### src/rtl/fdc_dor_pkg.sv
// Package: shared layout of the drive-control byte.
// Assumes the byte layout is fixed by the host-visible bit positions.
package fdc_dor_pkg;

    localparam int DOR_W   = 8;
    localparam int MOTOR_N = 4;

    // Field layout, most significant field first.
    typedef struct packed {
        logic [MOTOR_N-1:0] motor_en;  // bits 7:4
        logic               dma_en;    // bit 3
        logic               run_n;     // bit 2, 0 holds the core in reset
        logic [1:0]         drive_no;  // bits 1:0
    } dor_t;

endpackage

### src/rtl/fdc_dor_regs.sv
// Module: byte storage with address decode and readback.
// Assumes one-cycle write strobes. Only rst_n clears the byte.
module fdc_dor_regs
    import fdc_dor_pkg::*;
#(
    parameter int ADDR_W     = 3,
    parameter int REG_OFFSET = 2
) (
    input  logic              clk,
    input  logic              rst_n,
    input  logic [ADDR_W-1:0] host_addr,
    input  logic              host_wr,
    input  logic [DOR_W-1:0]  host_wdata,
    output logic [DOR_W-1:0]  host_rdata,
    output dor_t              dor_q
);

    localparam logic [ADDR_W-1:0] OFFS = ADDR_W'(REG_OFFSET);

    logic hit;

    // Address match for this register.
    always_comb hit = (host_addr == OFFS);

    // Storage: hardware reset clears, a matching write loads.
    always_ff @(posedge clk) begin
        if (!rst_n)
            dor_q <= '0;
        else if (host_wr && hit)
            dor_q <= dor_t'(host_wdata);
    end

    // Readback multiplexer, zero when not addressed.
    always_comb host_rdata = hit ? DOR_W'(dor_q) : '0;

endmodule

### src/rtl/fdc_dor_srst.sv
// Module: soft-reset level with minimum hold after release.
// Assumes HOLD_CYC is counted in clk cycles after run_n returns to 1.
module fdc_dor_srst #(
    parameter int HOLD_CYC = 10
) (
    input  logic clk,
    input  logic rst_n,
    input  logic run_n,
    output logic soft_rst
);

    generate
        if (HOLD_CYC > 0) begin : g_hold
            localparam int CW = $clog2(HOLD_CYC + 1);
            localparam logic [CW-1:0] HOLD_V = CW'(HOLD_CYC);
            logic [CW-1:0] left_q;

            // Countdown: re-armed while run_n is 0, drains once it is 1.
            always_ff @(posedge clk) begin
                if (!rst_n)
                    left_q <= '0;
                else if (!run_n)
                    left_q <= HOLD_V;
                else if (left_q != '0)
                    left_q <= left_q - 1'b1;
            end

            // Reset level to the core.
            always_comb soft_rst = !rst_n || !run_n || (left_q != '0);
        end else begin : g_nohold
            // Reset level to the core without a hold window.
            always_comb soft_rst = !rst_n || !run_n;
        end
    endgenerate

endmodule

### src/rtl/fdc_dor_drv_out.sv
// Module: active-low drive-select decode and motor outputs.
// Assumes NUM_DS is 1 to 4. Drive numbers with no pin select nothing.
module fdc_dor_drv_out
    import fdc_dor_pkg::*;
#(
    parameter int NUM_DS = 2
) (
    input  logic [1:0]         drive_no,
    input  logic [MOTOR_N-1:0] motor_en,
    output logic [NUM_DS-1:0]  drv_sel_n,
    output logic [MOTOR_N-1:0] mtr_n
);

    genvar i;
    generate
        for (i = 0; i < NUM_DS; i++) begin : g_ds
            // One select line per decoded drive number.
            always_comb drv_sel_n[i] = !(drive_no == 2'(i));
        end
        for (i = 0; i < MOTOR_N; i++) begin : g_mtr
            // Motor line asserted low from its enable bit.
            always_comb mtr_n[i] = !motor_en[i];
        end
    endgenerate

endmodule

### src/rtl/fdc_dor_dma_gate.sv
// Module: mode-dependent gating of DMA and interrupt pins.
// Assumes the pad tri-state buffers are outside and use pad_oe.
module fdc_dor_dma_gate (
    input  logic ps2_mode,
    input  logic dma_en,
    input  logic dack_n_pad,
    input  logic tc_pad,
    input  logic drq_core,
    input  logic irq_core,
    output logic dack_n_core,
    output logic tc_core,
    output logic drq_pad,
    output logic irq_pad,
    output logic pad_oe
);

    logic live;

    // Pins are live in PS/2 mode, or in AT mode when enabled.
    always_comb live = ps2_mode || dma_en;

    // Inbound gating: idle levels when disabled.
    always_comb begin
        dack_n_core = live ? dack_n_pad : 1'b1;
        tc_core     = live ? tc_pad     : 1'b0;
    end

    // Outbound gating: enable plus quiet data when disabled.
    always_comb begin
        pad_oe  = live;
        drq_pad = live && drq_core;
        irq_pad = live && irq_core;
    end

endmodule

### src/rtl/fdc_dor.sv
// Module: top of the drive-control register.
// Assumes a single clock domain with synchronous active-low reset.
module fdc_dor
    import fdc_dor_pkg::*;
#(
    parameter int ADDR_W        = 3,
    parameter int REG_OFFSET    = 2,
    parameter int NUM_DS        = 2,
    parameter int SRST_HOLD_CYC = 10
) (
    input  logic              clk,
    input  logic              rst_n,
    input  logic [ADDR_W-1:0] host_addr,
    input  logic              host_wr,
    input  logic [7:0]        host_wdata,
    output logic [7:0]        host_rdata,
    input  logic              ps2_mode,
    input  logic              dack_n_pad,
    input  logic              tc_pad,
    input  logic              drq_core,
    input  logic              irq_core,
    output logic              dack_n_core,
    output logic              tc_core,
    output logic              drq_pad,
    output logic              irq_pad,
    output logic              pad_oe,
    output logic [NUM_DS-1:0] drv_sel_n,
    output logic [3:0]        mtr_n,
    output logic              soft_rst
);

    dor_t dor_q;

    fdc_dor_regs #(.ADDR_W(ADDR_W), .REG_OFFSET(REG_OFFSET)) u_regs (
        .clk(clk), .rst_n(rst_n), .host_addr(host_addr), .host_wr(host_wr),
        .host_wdata(host_wdata), .host_rdata(host_rdata), .dor_q(dor_q)
    );

    fdc_dor_srst #(.HOLD_CYC(SRST_HOLD_CYC)) u_srst (
        .clk(clk), .rst_n(rst_n), .run_n(dor_q.run_n), .soft_rst(soft_rst)
    );

    fdc_dor_drv_out #(.NUM_DS(NUM_DS)) u_drv (
        .drive_no(dor_q.drive_no), .motor_en(dor_q.motor_en),
        .drv_sel_n(drv_sel_n), .mtr_n(mtr_n)
    );

    fdc_dor_dma_gate u_gate (
        .ps2_mode(ps2_mode), .dma_en(dor_q.dma_en),
        .dack_n_pad(dack_n_pad), .tc_pad(tc_pad),
        .drq_core(drq_core), .irq_core(irq_core),
        .dack_n_core(dack_n_core), .tc_core(tc_core),
        .drq_pad(drq_pad), .irq_pad(irq_pad), .pad_oe(pad_oe)
    );

endmodule

### config.mk
export PLATFORM = sky130hd
export DESIGN_NAME = fdc_dor
export DESIGN_NICKNAME = d
export VERILOG_FILES = /design/src/rtl/fdc_dor_pkg.sv /design/src/rtl/fdc_dor_regs.sv /design/src/rtl/fdc_dor_srst.sv /design/src/rtl/fdc_dor_drv_out.sv /design/src/rtl/fdc_dor_dma_gate.sv /design/src/rtl/fdc_dor.sv
export SDC_FILE = /design/constraint.sdc
export NUM_CORES = 1
export LEC_CHECK = 0
export CAP_MARGIN = 20
export CORE_ASPECT_RATIO = 0.9
export CORE_UTILIZATION = 29
export DETAILED_ROUTE_END_ITERATION = 10
export DONT_BUFFER_PORTS = 1
export SLEW_MARGIN = 20
export SYNTH_ARGS = -nofsm -noshare
export SYNTH_HDL_FRONTEND = slang
export SYNTH_SLANG_ARGS = --single-unit
### constraint.sdc
create_clock -name clk -period 0.97 [get_ports clk]
set_input_delay 0.1455 -clock clk [delete_from_list [all_inputs] [get_ports clk]]
set_output_delay 0.1455 -clock clk [all_outputs]
set_load 0.1 [all_outputs]
=== Word-level counts from Yosys, hierarchy flattened ===
Cells that the tools add are included.

* Mux-type cells: 5
* Add/subtract/negate cells: 1
* Reductions and logical operators: 17
* Equal/unequal tests: 3

{| class="wikitable"
|+ Operators by type and width
! operator !! number
|-
| $logic_not A1 Y1 || 8
|-
| $mux W4 || 2
|-
| $mux W8 || 1
|-
| $reduce_bool A4 Y1 || 1
|-
| $sub A4 B1 Y4 const B || 1
|-
| $eq A3 B2 Y1 const B || 1
|-
| $logic_and A1 B1 Y1 || 3
|-
| $logic_or A1 B1 Y1 || 3
|-
| $eq A2 B1 Y1 const B || 1
|-
| $logic_not A2 Y1 || 1
|-
| $mux W1 || 2
|-
| $ne A2 B1 Y1 const B || 1
|-
| $reduce_and A2 Y1 || 1
|}

* Logic and storage cells: 32
* Register bits: 12
* Bits of input ports: 19
* Output and inout bits: 20

=== Depth between registers and ports, before layout ===
Gate-level depths: netlist of the first run.

* Depth after elaboration: 3
* Mapped depth: 4

=== Modules after synthesis ===
A second synthesis of the first run with hierarchy kept.

* Cell total of the unflattened synthesis: 75
* Area, all modules: 624.3 um^2

{| class="wikitable"
|+ By module, submodules not included
! module !! instances !! area each (um^2) !! cells each !! seq. area each (um^2)
|-
| fdc_dor_regs || 1 || 401.6 || 45 || 160.2
|-
| fdc_dor_srst || 1 || 158.9 || 19 || 80.1
|-
| fdc_dor_dma_gate || 1 || 36.3 || 5 || 0.0
|-
| fdc_dor_drv_out || 1 || 27.5 || 6 || 0.0
|}

=== Worst setup path after synthesis of the first run ===
OpenSTA, ideal clock, no wires.

* Path kind: register to output
* From: register u_regs.dor_q[3] (netlist name)
* To: output port drq_pad
* Arrival: 1.741 ns
* Setup slack: -0.916 ns
* Cell stages (with the launch flop): 3
* Path through: dfxtp_1 nor2_1 nor2b_1

* Word-level cells in the longest chain between the ends: 2

{| class="wikitable"
|+ RTL lines
! element !! RTL line !! RTL
|-
| $logic_or A1 B1 Y1 || fdc_dor_dma_gate.sv:20 || <nowiki>always_comb live = ps2_mode || dma_en;</nowiki>
|-
| $logic_and A1 B1 Y1 || fdc_dor_dma_gate.sv:31 || <nowiki>drq_pad = live && drq_core;</nowiki>
|-
| end, declared || fdc_dor.sv:24 || <nowiki>output logic drq_pad,</nowiki>
|}

Every way passes these cells.

=== Worst setup path in the final report of the first run ===
* From: register u_regs.dor_q[3] (netlist name)
* To: output port irq_pad

* Word-level cells in the longest chain between the ends: 2

{| class="wikitable"
|+ RTL lines
! element !! RTL line !! RTL
|-
| $logic_or A1 B1 Y1 || fdc_dor_dma_gate.sv:20 ||
|-
| $logic_and A1 B1 Y1 || fdc_dor_dma_gate.sv:32 || <nowiki>irq_pad = live && irq_core;</nowiki>
|-
| end, declared || fdc_dor.sv:25 || <nowiki>output logic irq_pad,</nowiki>
|}

Every way passes these cells.

==> flow_metrics.env, run 1 <==
export IMPL_via_per_inst=4.88
export IMPL_drtIter0Drc=3
export IMPL_syn_inst=75
export IMPL_numCtsBuffers=3
export IMPL_grt_ovfl_total=0
export IMPL_multi_input_area_um2=408
export IMPL_p_clk_share_pct=31.4
export IMPL_ys_ff_latch=12
export IMPL_crit_fanout=4
export IMPL_die_area_um2=2170
export IMPL_tns_ps=-3490
export IMPL_p_per_area_nw_per_um2=1110
export IMPL_dp_cells=118
export IMPL_clock_latency_ps=270
export IMPL_ys_types=21
export IMPL_antenna_found_initial=0
export IMPL_chipHeight_um=44.3
export IMPL_initial_core_util_pct=32.5
export IMPL_final_max_slew_violation_count=0
export IMPL_yosysWarnings=0
export IMPL_grt_max_degree=10
export IMPL_core_um2=1770
export IMPL_wl_per_cell_um=12.3
export IMPL_min_period_ps=1250
export IMPL_grt_pass1_wl_um=2520
export IMPL_power_frac_seq_pct=40.7
export IMPL_nFillCells=154
export IMPL_period_share_pct=129
export IMPL_drc=0
export IMPL_tightest_slew_ps=324
export IMPL_cp_start_kind="register"
export IMPL_p_leak_nw=0.442
export IMPL_die_w_um=49.0
export IMPL_synthTopCellsByCount="nand2_1, dfxtp_1, a21oi_1"
export IMPL_synthArstFlopShare_pct=0
export IMPL_route_vias_total=624
export IMPL_portBuffers=0
export IMPL_final_nets=124
export IMPL_cp_required_ps=820
export IMPL_cts_root_buf="clkbuf_4"
export IMPL_yosysTopAreaCell="dfxtp_1"
export IMPL_yosysSeqAreaShare_pct=41.7
export IMPL_grt_total_usage_pct=15.7
export IMPL_finalPower_w=0.00126
export IMPL_final_cells=128
export IMPL_setup_slack_ps=-280
export IMPL_setup_viol=20
export IMPL_synth_top_area_share_pct=41.7
export IMPL_switchingPower_w=0.000394
export IMPL_clk_path_buf_depth=2
export IMPL_syn_num_nets=94
export IMPL_synth_area_top_cells="dfxtp_1, nand2_1, and2_2, a21oi_1, inv_1"
export IMPL_path_cells="nor2_4 -> buf_4 -> nor2b_4 -> buf_12"
export IMPL_violations="negative setup slack"
export IMPL_netlist_area_um2=576
export IMPL_rsz0062_at_grt="true"
export IMPL_place_gp_congestion=0.784
export IMPL_yosysMostFrequentCell="nand2_1"
export IMPL_hold_path_class="in2reg"
export IMPL_path_class="reg2out"
export IMPL_synth_edf_count=0
export IMPL_ant_nets=0
export IMPL_ios=39
export IMPL_sw_frac_of_total_pct=31.3
export IMPL_totalWireLength_um=1580
export IMPL_outcome="finished with violations"
export IMPL_first_global_vias=609
export IMPL_clock_sinks=12
export IMPL_layout_drive_gt1_share_pct=62.5
export IMPL_fmax_mhz=800
export IMPL_maxSlewHeadroom_pct=78.3
export IMPL_finClkSkew_ps=1.37
export IMPL_cp_slowest_cell="dfxtp_2"
export IMPL_num_rows=14
export IMPL_synth_main_ff_cell="dfxtp_1"
export IMPL_hpwl_um=1220
export IMPL_worst_hold_slack_ps=2.14
export IMPL_ctsHtreeMaxLevel=1
export IMPL_crit_arrival_ps=1100
export IMPL_p_int_w=0.000865
export IMPL_hold_viol=0
export IMPL_vdd_drop_max_v=0.00119
export IMPL_syn2layout_area_growth_pct=97.2
export IMPL_maxCapViolCount=0
export IMPL_final_util_pct=64.1
export IMPL_power_share_combinational_pct=27.9
export IMPL_critPathCaptureType="output pin"
export IMPL_seq_area_um2=260
export IMPL_max_stage_delay_ps=350
export IMPL_syn_mean_instance_area_um2=7.67
export IMPL_n_antenna_cell=0
export IMPL_drtPass1Iterations=3
export IMPL_tritoncts="done"
export IMPL_clkTransAtPathRegs_ps=70
placed cells by master (no fill, tap or decap), drive strengths merged:
cell,count
dfxtp,12
nor2,2
a31oi,1
nor3b,1
buf,24
clkinv,1
and4bb,1
nor3,3
a21oi,9
nand2,17
nand3b,1
nand3,1
clkbuf,4
or2,2
and2,8
o31ai,1
clkinvlp,5
dlygate4sd3,3
o21ai,3
nand4bb,1
nor2b,3
nand2b,1
path summary, 6_finish.rpt:
check,start,end,slack [ps],cells past startpoint
worst min-delay path,host_wdata[3],u_regs.dor_q[3]$_SDFFE_PN0P_,2,2
worst max register to register,u_srst.g_hold.left_q[0]$_SDFFE_PP0P_,u_srst.g_hold.left_q[3]$_SDFFE_PN0P_,30,3
worst max-delay path,u_regs.dor_q[3]$_SDFFE_PN0P_,irq_pad,-280,4
worst min register to register,u_regs.dor_q[1]$_SDFFE_PN0P_,u_regs.dor_q[1]$_SDFFE_PN0P_,480,2
per-stage QoR:
step / instance area [um^2] / setup slack, ps
finish: 1130 / -280
global route: 1130 / -318
CTS: 1110 / -285
detailed placement: 987 / -21.0
global placement: 987 / 5.54
floorplan: 673 / -188
layer usage:
layer / global-route usage, % / wire length (um) / up-vias
li1: - / - / 302
met1: 14.5 / 584 / 291
met2: 30.0 / 835 / 29
met3: 7.90 / 148 / 2
met4: 6.47 / 12 / 0
met5: 0 / 0 / -
worst max-delay path, delay by kind of cell, from the launching register on:
family / cells / cell delay, ps
buffers and inverters: 2 / 310
DFF: 1 / 350
and+or+nand+nor: 2 / 170
flip-flops by register name (all words and copies together), names as in the netlist:
name / count
u_srst.g_hold.left_q: 4
u_regs.dor_q: 8
cells by family (layout without fill, tap and decap cells):
logic type | count (synthesis) | after routing | synth area share, %
AND/OR/NAND/NOR | 41 | 41 | 39.6
buffers and inverters | 8 | 37 | 5.87
AO/OA/AOI/OAI | 14 | 14 | 12.8
flip-flops | 12 | 12 | 41.7
final cells by class:
cell class,count,area share (%)
clock buffer,4,3.20
sequential,12,22.9
tap,24,2.65
timing repair buffer,27,31.6
inverter,6,3.64
multi-input combinational,55,35.9
what timing repair did:
action	CTS	global route
pin swaps	8	6
hold endpoints to repair	3	0
endpoints found under the setup margin	21	22
hold buffers	3	0
gates resized for setup	17	5
buffers inserted	3	0
power by group through the flow:
| stage | clock network [W] | logic [W] | registers, W |
|---|---|---|---|
| 6_report | 0.000395 | 0.000351 | 0.000512 |
| 5_1_grt | 0.000429 | 0.000363 | 0.000515 |
| 4_1_cts | 0.000399 | 0.000345 | 0.000514 |
| 3_5_place_dp | 0 | 0.000325 | 0.000528 |
| 3_3_place_gp | 0 | 0.000321 | 0.000527 |
| 2_1_floorplan | 0 | 0.000217 | 0.000530 |
Note: power is estimated with default switching activity, not from simulation.
==> run 2: changes to the inputs <==
- CORE_ASPECT_RATIO: 0.9 -> 1.25
==> run 2 against run 1 <==
Effect of this change: the flow finishes with violations (negative hold slack, negative setup slack); largest cell class unchanged; largest power group unchanged; maximum frequency shrank 1.4%; global-route usage shrank 0.61 points; sequential share of layout area shrank 0.49 points.
==> flow_metrics.env, run 2 (synthesized netlist as in run 1, its figures left out) <==
export IMPL_outcome="finished with violations"
export IMPL_violations="negative hold slack, negative setup slack"
export IMPL_min_from="host_wdata[2]"
export IMPL_path_class="reg2out"
export IMPL_clock_sinks=12
export IMPL_crit_arrival_ps=1120
export IMPL_tritoncts="done"
export IMPL_min_period_ps=1270
export IMPL_num_rows=17
export IMPL_cp_required_ps=820
export IMPL_final_cells=125
export IMPL_top_register="u_regs.dor_q"
export IMPL_drtPass1Iterations=3
export IMPL_die_w_um=41.8
export IMPL_finClkSkew_ps=0.189
export IMPL_vdd_drop_max_v=0.000662
export IMPL_initial_core_util_pct=31.8
export IMPL_numCtsBuffers=3
export IMPL_grt_total_usage_pct=15.1
export IMPL_setup_slack_ps=-298
export IMPL_p_per_area_nw_per_um2=1110
export IMPL_n_antenna_cell=0
export IMPL_crit_fanout=3
export IMPL_critPathCaptureType="output pin"
export IMPL_largest_reg_flops=8
export IMPL_grt_ovfl_total=0
export IMPL_core_um2=1810
export IMPL_die_area_um2=2170
export IMPL_ios=39
export IMPL_rsz0062_at_grt="true"
export IMPL_totalWireLength_um=1610
export IMPL_clkTransAtPathRegs_ps=70
export IMPL_syn2layout_area_growth_pct=99.6
export IMPL_reg2reg_from="u_srst.g_hold.left_q[1]$_SDFFE_PN0P_"
export IMPL_setup_viol=20
export IMPL_ff2ff_path_depth=3
export IMPL_period_share_pct=131
export IMPL_ant_nets=0
export IMPL_finalPower_w=0.00128
export IMPL_via_per_inst=4.98
export IMPL_wl_per_cell_um=12.8
export IMPL_ctsHtreeMaxLevel=1
export IMPL_holdPathStages=2
export IMPL_cp_start_kind="register"
export IMPL_layout_drive_gt1_share_pct=60.4
export IMPL_hold_viol=1
export IMPL_grt_pass1_wl_um=2550
export IMPL_portBuffers=0
export IMPL_final_cell_mix="nand2_1, buf_12, a21oi_1, buf_4"
export IMPL_final_max_slew_violation_count=0
export IMPL_antenna_found_initial=0
export IMPL_dp_cells=112
export IMPL_reg_top3="u_regs.dor_q (8), u_srst.g_hold.left_q (4)"
export IMPL_place_gp_congestion=0.767
export IMPL_first_global_vias=621
export IMPL_final_nets=126
export IMPL_nFillCells=141
export IMPL_final_common_cell="nand2_1"
export IMPL_tightest_slew_ps=318
export IMPL_chipHeight_um=51.8
export IMPL_clk_path_buf_depth=2
export IMPL_drtIter0Drc=6
export IMPL_p_leak_nw=0.451
export IMPL_hpwl_um=1160
export IMPL_maxCapViolCount=0
export IMPL_grt_max_degree=10
export IMPL_hold_path_class="in2reg"
export IMPL_worst_hold_slack_ps=-3.43
export IMPL_clock_latency_ps=280
export IMPL_tns_ps=-3760
export IMPL_maxSlewHeadroom_pct=78.7
export IMPL_fmax_mhz=789
export IMPL_reg2reg_to="u_srst.g_hold.left_q[3]$_SDFFE_PN0P_"
export IMPL_cts_root_buf="clkbuf_4"
export IMPL_r2r_slack_ps=50
export IMPL_route_vias_total=622
export IMPL_hold_path_end="u_regs.dor_q[2]$_SDFFE_PN0P_"
export IMPL_drc=0
## run 2: cell count changes in the layout (fill, tap and decap cells not counted), sizes merged
| cell | change |
|---|---|
| dlygate4sd3 | +3 |
| buf | -1 |
## run 2: where the power goes
| group | switching (W) | internal [W] |
|---|---|---|
| Sequential | 0.0000141 | 0.000502 |
| Combinational | 0.000213 | 0.000146 |
| Clock | 0.000172 | 0.000229 |
## run 2: critical path, cell delays in order (launching register included)
cell	delay, ps
dfxtp_2	340
nor2_4	160
or2_4	340
## run 2: through the flow
| stage | cell area [um^2] | worst slack (ps) | utilization [%] |
|---|---|---|---|
| 2_1_floorplan | 673 | -188 | - |
| 3_3_place_gp | 986 | 11.9 | 54.5 |
| 3_5_place_dp | 986 | -5.00 | 54.5 |
| 4_1_cts | 1130 | -305 | 62.7 |
| 5_1_grt | 1150 | -343 | 63.5 |
| 6_report | 1150 | -298 | 63.5 |
## run 2: worst max-delay path by stage
stage                                               from                                    to  depth (start not counted)
floorplan                   u_regs.dor_q[3]$_SDFFE_PN0P_                                pad_oe                          2
global placement                            host_addr[0]                         host_rdata[3]                          4
detailed placement  u_srst.g_hold.left_q[1]$_SDFFE_PN0P_  u_srst.g_hold.left_q[1]$_SDFFE_PN0P_                          3
CTS                         u_regs.dor_q[3]$_SDFFE_PN0P_                           dack_n_core                          2
global route                u_regs.dor_q[3]$_SDFFE_PN0P_                               tc_core                          4
finish                      u_regs.dor_q[3]$_SDFFE_PN0P_                           dack_n_core                          2
## run 2: final cells by class
type / count / area (um^2) / area share (%)
Multi-Input combinational cell: 55 / 399 / 34.7
Tap cell: 19 / 23.8 / 2.07
Inverter: 6 / 41.3 / 3.59
Timing Repair Buffer: 29 / 390 / 34.0
Sequential cell: 12 / 258 / 22.4
Clock buffer: 4 / 36.3 / 3.16
## run 2: per-layer routing
layer / vias up / wire length [um] / global-route usage, %
met5: - / 0 / 0
met4: 0 / 33 / 8.06
met3: 5 / 91 / 2.78
met2: 21 / 838 / 26.0
met1: 290 / 643 / 17.7
li1: 306 / - / -
## run 2: repair_timing
| item | in CTS | in global routing |
|---|---|---|
| endpoints found under the hold margin | 6 | 0 |
| cloned | 0 | 0 |
| hold buffers | 6 | 0 |
| endpoints found under the setup margin | 21 | 22 |
| pin swaps | 8 | 4 |
| buffers inserted | 3 | 0 |
| gates resized for setup | 14 | 4 |
==> run 3: changes to the inputs <==
- ABC_AREA: default -> 1
- CORE_AREA: default -> 2 2 39 41
- CORE_ASPECT_RATIO: 1.25 -> default
- CORE_UTILIZATION: 29 -> default
- DIE_AREA: default -> 0 0 41 43
- PLACE_DENSITY: default -> 0.66
==> run 3 against run 2 <==
Effect of this change: the flow now stops in clock tree synthesis; synthesized cell count grew 43%; synthesized area up 17%.
==> flow_metrics.env, run 3 <==
export IMPL_synth_compound_area_share_pct=4.45
export IMPL_hpwl_um=1680
export IMPL_outcome="did not finish"
export IMPL_syn_mean_instance_area_um2=6.30
export IMPL_yosysTopAreaCell="dfxtp_1"
export IMPL_synthTopCellsByCount="nor2_1, inv_1, nand2_1"
export IMPL_syn_num_nets=126
export IMPL_synth_top_family_by_area="simple AND/OR/NAND/NOR gates"
export IMPL_haltStage="clock tree synthesis"
export IMPL_ctsHtreeMaxLevel=1
export IMPL_die_w_um=41
export IMPL_yosysMostFrequentCell="nor2_1"
export IMPL_synth_top_area_share_pct=35.6
export IMPL_numCtsBuffers=3
export IMPL_initial_core_util_pct=48.7
export IMPL_postCtsSetupBuffers=4
export IMPL_tool_error="[ERROR DPL-0038] Utilization greater than 100%, impossible to legalize"
export IMPL_ys_types=17
export IMPL_synthAdderAreaFrac_pct=0
export IMPL_synth_main_ff_cell="dfxtp_1"
export IMPL_place_gp_congestion=0.727
export IMPL_num_rows=14
export IMPL_syn_inst=107
export IMPL_netlist_area_um2=674
export IMPL_synth_area_top_cells="dfxtp_1, nor2_1, inv_1, nand4_1, nand2_1"
export IMPL_holdBufCountCts=2
export IMPL_portBuffers=0
export IMPL_synth_edf_count=0
export IMPL_synthArstFlopShare_pct=0
export IMPL_chipHeight_um=43
export IMPL_synth_xor_area_share_pct=0
export IMPL_synthMuxAreaShare_pct=0
export IMPL_cts_resized=31
export IMPL_ios=39
export IMPL_ys_ff_latch=12
export IMPL_yosys_area_share_simple_pct=42.3
export IMPL_yosysWarnings=0
export IMPL_yosysSeqAreaShare_pct=35.6
export IMPL_clk_path_buf_depth=2
export IMPL_clock_sinks=12
export IMPL_cts_root_buf="clkbuf_4"
[run 3: cell families after synthesis]
| logic type | count (synthesis) |
|---|---|
| AO/OA/AOI/OAI | 6 |
| buffers and inverters | 30 |
| flip-flops | 12 |
| AND/OR/NAND/NOR | 59 |
[run 3: stage by stage]
stage                     TNS (ps)  area, um^2  instances  setup WS (ps)  utilization, %
after floorplan              -3400         826        107           -516               -
after global placement           0        1260        145           33.9            91.3
after detailed placement     -69.1        1260        145          -38.5            91.3
==> run 4: changes to the inputs <==
- CORE_AREA: 2 2 39 41 -> 2 2 63 65
- DIE_AREA: 0 0 41 43 -> 0 0 65 67
- PLACE_DENSITY: 0.66 -> default
- PLACE_DENSITY_LB_ADDON: default -> 0.15
==> run 4 against run 3 <==
Effect of this change: the flow now finishes, with violations (negative setup slack); synthesized cell count is the same; synthesized area stayed put.
==> flow_metrics.env, run 4 <==
export IMPL_violations="negative setup slack"
export IMPL_yosysTopAreaCell="dfxtp_1"
export IMPL_crit_family="simple AND/OR/NAND/NOR gates"
export IMPL_final_cells=183
export IMPL_tritoncts="done"
export IMPL_p_leak_nw=0.610
export IMPL_multi_input_area_um2=443
export IMPL_cp_required_ps=820
export IMPL_setup_slack_ps=-237
export IMPL_route_vias_total=719
export IMPL_tns_ps=-2050
export IMPL_path_cells="nor2_4 -> or2_4"
export IMPL_ys_ff_latch=12
export IMPL_maxCapViolCount=0
export IMPL_hold_path_class="in2reg"
export IMPL_met3_usage_pct=2.36
export IMPL_vdd_drop_max_v=0.000372
export IMPL_yosysSeqAreaShare_pct=35.6
export IMPL_clkTransAtPathRegs_ps=50
export IMPL_outcome="finished with violations"
export IMPL_clock_sinks=12
export IMPL_dp_cells=177
export IMPL_ctsHtreeMaxLevel=1
export IMPL_final_nets=155
export IMPL_busiest_layer="met2"
export IMPL_hpwl_um=1470
export IMPL_via_per_inst=3.93
export IMPL_grt_ovfl_total=0
export IMPL_ios=39
export IMPL_synth_edf_count=0
export IMPL_syn_num_nets=126
export IMPL_place_area_um2=1300
export IMPL_syn2layout_area_growth_pct=112
export IMPL_yosysMostFrequentCell="nor2_1"
export IMPL_p_per_area_nw_per_um2=1080
export IMPL_grt_max_degree=11
export IMPL_final_max_slew_violation_count=0
export IMPL_chipHeight_um=67
export IMPL_layout_drive_gt1_share_pct=53.3
export IMPL_drc=0
export IMPL_path_class="reg2out"
export IMPL_yosysWarnings=0
export IMPL_cp_slowest_cell="dfxtp_4"
export IMPL_place_gp_congestion=0.710
export IMPL_critPathCaptureType="output pin"
export IMPL_final_util_pct=39.6
export IMPL_min_period_ps=1210
export IMPL_ys_types=17
export IMPL_final_area_um2=1430
export IMPL_clock_latency_ps=240
export IMPL_top_register="u_regs.dor_q"
export IMPL_syn_mean_instance_area_um2=6.30
export IMPL_syn_inst=107
export IMPL_n_antenna_cell=0
export IMPL_wl_per_cell_um=9.44
export IMPL_first_global_vias=708
export IMPL_clk_path_buf_depth=2
export IMPL_netlist_area_um2=674
export IMPL_antenna_found_initial=0
export IMPL_period_share_pct=124
export IMPL_nFillCells=378
export IMPL_reg_top3="u_regs.dor_q (8), u_srst.g_hold.left_q (4)"
export IMPL_grtUsageMet1_pct=9.98
export IMPL_rsz0062_at_grt="true"
export IMPL_synth_main_ff_cell="dfxtp_1"
export IMPL_seq_area_um2=260
export IMPL_grt_pass1_wl_um=3020
export IMPL_final_cell_mix="buf_12, inv_1, nor2_1, nor2_4, nand2_1"
export IMPL_core_um2=3610
export IMPL_synthTopCellsByCount="nor2_1, inv_1, nand2_1"
export IMPL_drtIter0Drc=8
export IMPL_fmax_mhz=828
export IMPL_largest_reg_flops=8
export IMPL_finClkSkew_ps=0.322
export IMPL_ant_nets=0
export IMPL_die_w_um=65
export IMPL_drtPass1Iterations=4
export IMPL_hold_viol=0
export IMPL_maxSlewHeadroom_pct=80.0
export IMPL_final_common_cell="buf_12"
export IMPL_synth_top_area_share_pct=35.6
export IMPL_max_stage_delay_ps=350
export IMPL_synthArstFlopShare_pct=0
export IMPL_num_rows=22
export IMPL_setup_viol=16
export IMPL_tightest_slew_ps=302
export IMPL_portBuffers=0
export IMPL_cp_buffers_inverters=0
export IMPL_synth_area_top_cells="dfxtp_1, nor2_1, inv_1, nand4_1, nand2_1"
export IMPL_grt_total_usage_pct=9.04
export IMPL_crit_arrival_ps=1060
export IMPL_cp_start_kind="register"
export IMPL_initial_core_util_pct=18.7
export IMPL_pre_cts_ws_ps=-3.60
export IMPL_grt_util_met2_pct=15.5
export IMPL_totalWireLength_um=1730
export IMPL_die_area_um2=4360
export IMPL_numCtsBuffers=3
export IMPL_cts_root_buf="clkbuf_8"
export IMPL_crit_fanout=5
run 4: logic make-up (layout without fill, tap and decap cells):
family,count (synthesis),after routing,synth area share [%]
compound gates,6,6,4.45
buf+inv,30,58,17.6
flops,12,12,35.6
simple gates,59,59,42.3
run 4: final cells by class:
| cell class | instances | share of cell area [%] |
|---|---|---|
| well taps | 48 | 4.21 |
| multi-input cells | 65 | 31.1 |
| clock buffers | 4 | 3.86 |
| repair buffers | 26 | 31.5 |
| inverters | 28 | 11.1 |
| flip-flops and latches | 12 | 18.2 |
run 4: final timing paths:
path         slack (ps)                            startpoint                              endpoint  depth (start not counted)
max reg2reg         110  u_srst.g_hold.left_q[1]$_SDFFE_PN0P_  u_srst.g_hold.left_q[0]$_SDFFE_PP0P_                          4
max                -240          u_regs.dor_q[3]$_SDFFE_PN0P_                           dack_n_core                          2
min reg2reg         470          u_regs.dor_q[2]$_SDFFE_PN0P_  u_srst.g_hold.left_q[3]$_SDFFE_PN0P_                          1
min                  20                                 rst_n          u_regs.dor_q[6]$_SDFFE_PN0P_                          2
run 4: report_power, final:
| part | internal, W | leakage (nW) | switching [W] |
|---|---|---|---|
| Combinational | 0.000170 | 0.478 | 0.000307 |
| Clock | 0.000358 | 0.0288 | 0.000174 |
| Sequential | 0.000510 | 0.103 | 0.0000191 |
| Total | 0.00104 | 0.610 | 0.000500 |
run 4: worst register-to-register path, stage by stage (launching register included):
cell,delay [ps]
dfxtp_4,350
nor2_4,150
nand2_1,80
o21ai_1,120
inv_1,40
run 4: stage by stage:
stage / power [W] / hold slack [ps]
detailed placement: 0.00100 / 277
global route: 0.00160 / 24.4
global placement: 0.000996 / 276
CTS: 0.00155 / 15.2
floorplan: 0.000866 / 368
finish: 0.00154 / 15.7
run 4: routing by layer:
metal / vias up / part of all wire, % / wire (um)
met4: 0 / 2.3 / 40
li1: 376 / - / -
met5: - / 0 / 0
met3: 4 / 8.4 / 145
met2: 31 / 49 / 843
met1: 308 / 40 / 698
run 4: what timing repair did:
item	in CTS	in global routing
hold buffers	0	0
buffers inserted	2	0
setup endpoints to repair	20	20
resized for setup	22	10
cloned	0	0
pin swaps	7	3
